<file path="config.mk">
export PLATFORM = sky130hd
export DESIGN_NAME = rstgen_top
export DESIGN_NICKNAME = d
export VERILOG_FILES = /design/src/rtl/rstgen_pkg.sv /design/src/rtl/rstgen_sync.sv /design/src/rtl/rstgen_cause.sv /design/src/rtl/rstgen_top.sv
export SDC_FILE = /design/constraint.sdc
export NUM_CORES = 1
export LEC_CHECK = 0
export BUFFER_PORTS_ARGS = -buffer_cell sky130_fd_sc_hd__buf_2
export CAP_MARGIN = 15
export CELL_PAD_IN_SITES_DETAIL_PLACEMENT = 0
export CELL_PAD_IN_SITES_GLOBAL_PLACEMENT = 1
export CORE_MARGIN = 1
export CORE_UTILIZATION = 48
export CTS_CLUSTER_DIAMETER = 100
export DETAILED_ROUTE_END_ITERATION = 10
export PLACE_DENSITY_LB_ADDON = 0.1
export SYNTH_ARGS = -nofsm -noshare
export SYNTH_HDL_FRONTEND = slang
export SYNTH_SLANG_ARGS = --single-unit
</file>
<file path="constraint.sdc">
create_clock -name clk_i -period 2.4 [get_ports clk_i]
set_input_delay 0.24 -clock clk_i [delete_from_list [all_inputs] [get_ports clk_i]]
set_output_delay 0.24 -clock clk_i [all_outputs]
set_load 0.01 [all_outputs]
</file>
<file path="src/rtl/rstgen_pkg.sv">
package rstgen_pkg;
  typedef enum logic [2:0] {
    ST_STAB,
    ST_WAITPIN,
    ST_IDLE,
    ST_SEQ,
    ST_HOLD
  } rst_state_e;

  localparam int CAUSE_W = 4;
  localparam int CA_POR  = 0;
  localparam int CA_EXT  = 1;
  localparam int CA_WDOG = 2;
  localparam int CA_CMON = 3;
endpackage

</file>
<file path="src/rtl/rstgen_sync.sv">
module rstgen_sync #(
  parameter int   STAGES  = 2,
  parameter logic RST_VAL = 1'b1
) (
  input  logic clk_i,
  input  logic rst_ni,
  input  logic d_i,
  output logic q_o
);
  logic [STAGES-1:0] stg_q;

  for (genvar i = 0; i < STAGES; i++) begin : g_stage
    if (i == 0) begin : g_first
      always_ff @(posedge clk_i or negedge rst_ni)
        if (!rst_ni) stg_q[i] <= RST_VAL;
        else         stg_q[i] <= d_i;
    end else begin : g_next
      always_ff @(posedge clk_i or negedge rst_ni)
        if (!rst_ni) stg_q[i] <= RST_VAL;
        else         stg_q[i] <= stg_q[i-1];
    end
  end

  assign q_o = stg_q[STAGES-1];
endmodule

</file>
<file path="src/rtl/rstgen_cause.sv">
module rstgen_cause
  import rstgen_pkg::*;
(
  input  logic               clk_i,
  input  logic               rst_ni,
  input  logic [CAUSE_W-1:0] set_i,
  input  logic               clr_i,
  output logic [CAUSE_W-1:0] cause_o
);
  logic [CAUSE_W-1:0] cause_q;
  localparam logic [CAUSE_W-1:0] POR_VAL = CAUSE_W'(1) << CA_POR;

  // set has priority over clear
  always_ff @(posedge clk_i or negedge rst_ni)
    if (!rst_ni) cause_q <= POR_VAL;
    else         cause_q <= (clr_i ? '0 : cause_q) | set_i;

  assign cause_o = cause_q;

  assert_clear_R8: assert property (@(posedge clk_i) disable iff (!rst_ni)
    (clr_i && set_i == '0) |=> cause_o == '0);

  assert_set_sticky_R7: assert property (@(posedge clk_i) disable iff (!rst_ni)
    (|set_i) |=> ((cause_o & $past(set_i)) == $past(set_i)));
endmodule

</file>
<file path="src/rtl/rstgen_top.sv">
module rstgen_top
  import rstgen_pkg::*;
#(
  parameter int STAB_CYC    = 4064,
  parameter int SYNC_STAGES = 2,
  parameter int DRIVE_CYC   = 4,
  parameter int SAMPLE_CYC  = 6,
  parameter int HOLD_CYC    = 8
) (
  input  logic               clk_i,
  input  logic               rst_ni,
  input  logic               pin_i,
  input  logic               wdog_req_i,
  input  logic               cmon_req_i,
  input  logic               cause_clr_i,
  output logic               rst_o,
  output logic               pin_drive_o,
  output logic [CAUSE_W-1:0] cause_o
);
  localparam int MAX_A   = (STAB_CYC > HOLD_CYC) ? STAB_CYC : HOLD_CYC;
  localparam int MAX_B   = (SAMPLE_CYC > DRIVE_CYC) ? SAMPLE_CYC : DRIVE_CYC;
  localparam int CNT_MAX = (MAX_A > MAX_B) ? MAX_A : MAX_B;
  localparam int CNT_W   = $clog2(CNT_MAX + 1);
  localparam int DRV_W   = $clog2(DRIVE_CYC + 2);

  rst_state_e         state_q, state_d;
  logic [CNT_W-1:0]   cnt_q, cnt_d;
  logic               drv_q, drv_d;
  logic               ext_set;
  logic               pin_s, pin_low, int_req;
  logic [CAUSE_W-1:0] cause_set;

  rstgen_sync #(.STAGES(SYNC_STAGES), .RST_VAL(1'b1)) u_sync (
    .clk_i (clk_i),
    .rst_ni(rst_ni),
    .d_i   (pin_i),
    .q_o   (pin_s)
  );

  assign pin_low = ~pin_s;
  assign int_req = wdog_req_i | cmon_req_i;

  always_comb begin
    state_d = state_q;
    cnt_d   = cnt_q + 1'b1;
    drv_d   = drv_q;
    ext_set = 1'b0;
    unique case (state_q)
      ST_STAB: begin
        if (cnt_q == CNT_W'(STAB_CYC - 1)) begin
          cnt_d   = '0;
          state_d = pin_low ? ST_WAITPIN : ST_HOLD;
        end
      end
      ST_WAITPIN: begin
        cnt_d = '0;
        if (!pin_low) state_d = ST_HOLD;
      end
      ST_IDLE: begin
        cnt_d = '0;
        if (int_req || pin_low) begin
          state_d = ST_SEQ;
          drv_d   = int_req;
        end
      end
      ST_SEQ: begin
        if (cnt_q == CNT_W'(SAMPLE_CYC)) begin
          cnt_d = '0;
          drv_d = 1'b0;
          if (pin_low) begin
            ext_set = 1'b1;
            state_d = ST_WAITPIN;
          end else begin
            state_d = ST_HOLD;
          end
        end
      end
      ST_HOLD: begin
        if (cnt_q == CNT_W'(HOLD_CYC - 1)) begin
          cnt_d   = '0;
          state_d = ST_IDLE;
        end
      end
      default: begin
        cnt_d   = '0;
        state_d = ST_HOLD;
      end
    endcase
  end

  always_ff @(posedge clk_i or negedge rst_ni)
    if (!rst_ni) begin
      state_q <= ST_STAB;
      cnt_q   <= '0;
      drv_q   <= 1'b0;
    end else begin
      state_q <= state_d;
      cnt_q   <= cnt_d;
      drv_q   <= drv_d;
    end

  assign rst_o       = (state_q != ST_IDLE);
  assign pin_drive_o = (state_q == ST_SEQ) && drv_q && (cnt_q < CNT_W'(DRIVE_CYC));

  always_comb begin
    cause_set          = '0;
    cause_set[CA_EXT]  = ext_set;
    cause_set[CA_WDOG] = wdog_req_i;
    cause_set[CA_CMON] = cmon_req_i;
  end

  rstgen_cause u_cause (
    .clk_i  (clk_i),
    .rst_ni (rst_ni),
    .set_i  (cause_set),
    .clr_i  (cause_clr_i),
    .cause_o(cause_o)
  );

  // checker state
  logic [CNT_W-1:0] por_age_q;
  logic [DRV_W-1:0] drv_run_q;

  always_ff @(posedge clk_i or negedge rst_ni)
    if (!rst_ni) begin
      por_age_q <= '0;
      drv_run_q <= '0;
    end else begin
      if (por_age_q != CNT_W'(STAB_CYC)) por_age_q <= por_age_q + 1'b1;
      if (!pin_drive_o)                        drv_run_q <= '0;
      else if (drv_run_q != DRV_W'(DRIVE_CYC + 1)) drv_run_q <= drv_run_q + 1'b1;
    end

  assert_por_delay_R1: assert property (@(posedge clk_i) disable iff (!rst_ni)
    !rst_o |-> por_age_q == CNT_W'(STAB_CYC));

  assert_drive_in_reset_R4: assert property (@(posedge clk_i) disable iff (!rst_ni)
    pin_drive_o |-> rst_o);

  assert_drive_len_R4: assert property (@(posedge clk_i) disable iff (!rst_ni)
    drv_run_q <= DRV_W'(DRIVE_CYC));

  assert_pad_only_no_drive_R6: assert property (@(posedge clk_i) disable iff (!rst_ni)
    (state_q == ST_IDLE && pin_low && !int_req) |=> !pin_drive_o);
endmodule

</file>
==> reports/qor.csv <==
metric,value,unit
critPathCaptureType,output port,
hpwl,1.492,mm
maxSlewHeadroom,0.6800,
power_density,791.8,nW/µm²
syn_avg_cell_area,10.53,µm²
irDropWorstVdd,425.3,µV
antenna_found_initial,0,
gp_congestion,0.7611,
required,2160,ps
nets,131,
grt_pass1_wl,3.422,mm
drt-vias-per-instance,5.409,
cts_sinks,22,
row_count,17,
insertedDiodeCount,0,
cts_buffers,3,
cp_max_fo,6,
slew_violations,0,
place_area,1194,µm²
syn-cell-area,1116,µm²
stdcell_area,1240,µm²
worstPathArrival,1710,ps
drtIter0Drc,25,
num_vias,806,
drive_gt1_frac,0.1818,
ctsHtreeMaxLevel,1,
worstSetupStartpointType,flop,
synth_cell_types,35,
clock_latency,300,ps
yosys_warnings,0,
hold_path.class,in2reg,
core_area,2212,µm²
criticalPathCategory,reg2out,
finalHoldViolCount,0,
pre_cts_ws,497.2,ps
setup_ws,452.2,ps
synth_cells,106,
maxCapViolations,0,
track_usage,0.1847,
ys_ff_latch,22,
fp.dieH,50.22,µm
dr.pass1.iters,4,
cts.clk_slew.worst_paths,120,ps
final_core_util,0.5605,
syn_nets,115,
finalCritPeriodShare,0.8116,
gr-total-overflow,0,
status,completed,
wl_per_cell,13.53,µm
post-route-drc-count,0,
grt_max_degree,23,
die_area,2522,µm²
min_period,1948,ps
drt_wl_total,2.016,mm
ioPinCount,12,
ys_seq_area_frac,0.4966,
worst_pin_slew,480.0,ps
io_buffers,11,
drtAntennaViolNets,0,
leakage,0.5760,nW
cts_tree,yes,
cts_root_buf,clkbuf_4,
fmax,513.4,MHz
rsz0062_at_grt,false,
grt_pass1_vias,766,
setup_viol,0,
cts_setup_buffers,0,
tns,0,ps
area_delta_synth_final,11.10,%
die_x,50.22,µm
start_util,0.5045,
clk_path_buf_depth,2,
skew,4.528,ps
-- through the flow --
step / power [W] / cells / hold WS, ps
6_report: 0.0009818 / 149 / 84.90
5_1_grt: 0.001060 / 149 / 71.91
4_1_cts: 0.0009921 / 148 / 8.716
3_5_place_dp: 0.0008152 / 143 / 227.1
3_3_place_gp: 0.0008172 / 143 / 226.9
2_1_floorplan: 0.0007405 / 106 / -55.59
-- power by group --
| group | total, W | switching, W | internal [W] |
|---|---|---|---|
| clock network | 0.000173 | 0.000108 | 0.0000647 |
| logic | 0.000317 | 0.000180 | 0.000137 |
| registers | 0.000492 | 0.0000665 | 0.000425 |
-- critical path: stages, from the launching register on --
cell and delay (ps):
dfrtp_1 490, nor4_4 380, nand3_1 120, nor4_1 240, buf_2 180
-- flip-flops by register name (all words and copies together), names as in the netlist --
name,cells
u_sync.q_o,1
drv_q,1
cnt_q,12
state_q,3
u_sync.stg_q,1
u_cause.cause_o,4
-- synthesized netlist by cell type --
master | instances | area (µm²)
buf_6 | 1 | 11.26
a21o_1 | 3 | 22.52
nor2b_1 | 3 | 18.77
and4_1 | 3 | 26.28
and2_1 | 3 | 18.77
nor4_1 | 1 | 6.260
dfrtp_1 | 19 | 475.5
dfstp_2 | 3 | 78.83
nand4_2 | 1 | 12.51
nand2_1 | 4 | 15.01
o21ai_0 | 4 | 20.02
xnor2_1 | 2 | 17.52
o31ai_1 | 1 | 7.510
xor2_1 | 7 | 61.31
nor2_1 | 15 | 56.30
a21boi_0 | 1 | 7.510
nand2b_1 | 1 | 6.260
and3_1 | 1 | 6.260
mux2i_1 | 1 | 10.01
nor3_1 | 2 | 10.01
nor4_4 | 2 | 42.54
buf_2 | 1 | 5.000
a41oi_1 | 2 | 17.52
a31oi_1 | 1 | 6.260
or3b_1 | 1 | 8.760
a211oi_2 | 1 | 12.51
o21bai_1 | 1 | 7.510
clkbuf_1 | 1 | 3.750
nand3_1 | 4 | 20.02
ha_1 | 3 | 37.54
or3_1 | 1 | 6.260
inv_1 | 6 | 22.52
o32ai_1 | 1 | 8.760
nand4_1 | 3 | 18.77
a21oi_1 | 2 | 10.01
-- layout by cell type, fill, tap and decap left out, drive strengths merged, types with 4 or more instances in the layout --
| cell type | Yosys | routed |
|---|---|---|
| dfrtp | 19 | 19 |
| nor2 | 15 | 15 |
| buf | 2 | 12 |
| xor2 | 7 | 7 |
| inv | 6 | 6 |
| nand3 | 4 | 4 |
| nand2 | 4 | 4 |
| o21ai | 4 | 4 |
| nand4 | 4 | 4 |
| clkbuf | 1 | 4 |
-- routing by layer --
metal / part of all wire / track usage / routed length (µm)
met4: 0.0084 / 0.08571 / 17
met2: 0.47 / 0.2800 / 951
met5: 0 / 0 / 0
met1: 0.49 / 0.2524 / 997
met3: 0.025 / 0.03636 / 50
-- cell type report --
type | instances | area [µm²]
clock buffers | 4 | 26.28
flip-flops and latches | 22 | 554.3
inverters | 6 | 22.52
multi-input cells | 75 | 519.2
fillers | 226 | 972.2
well taps | 28 | 35.03
repair buffers | 14 | 82.58
-- repair_timing --
action                    in CTS  in global routing
gates resized for setup        0                  0
hold endpoints to repair      19                  1
hold buffers                   1                  1
-- cells by family after synthesis --
group / after synthesis / synth area share
xor+xnor: 9 / 0.07063
fa+ha+maj: 3 / 0.03364
mux: 1 / 0.008969
flops: 22 / 0.4966
compound gates: 17 / 0.1076
simple gates: 45 / 0.2444
buf+inv: 9 / 0.03811
-- worst paths after layout --
| kind | start | to | slack, ps | cells after the start |
|---|---|---|---|---|
| worst max-delay path | cnt_q[3]$_DFF_PN0_ | pin_drive_o | 450 | 4 |
| worst min-delay path | cause_clr_i | u_cause.cause_o[0]$_DFFE_PN1P_ | 80 | 2 |
| worst max register to register | cnt_q[3]$_DFF_PN0_ | cnt_q[8]$_DFF_PN0_ | 500 | 5 |
| worst min register to register | u_sync.stg_q[0]$_DFF_PN1_ | u_sync.q_o$_DFF_PN1_ | 360 | 0 |
| max in group asynchronous | rst_ni | u_cause.cause_o[0]$_DFFE_PN1P_ | 1640 | 2 |
| min in group asynchronous | rst_ni | cnt_q[4]$_DFF_PN0_ | 410 | 2 |
Note: power is estimated with default switching activity, not from simulation.
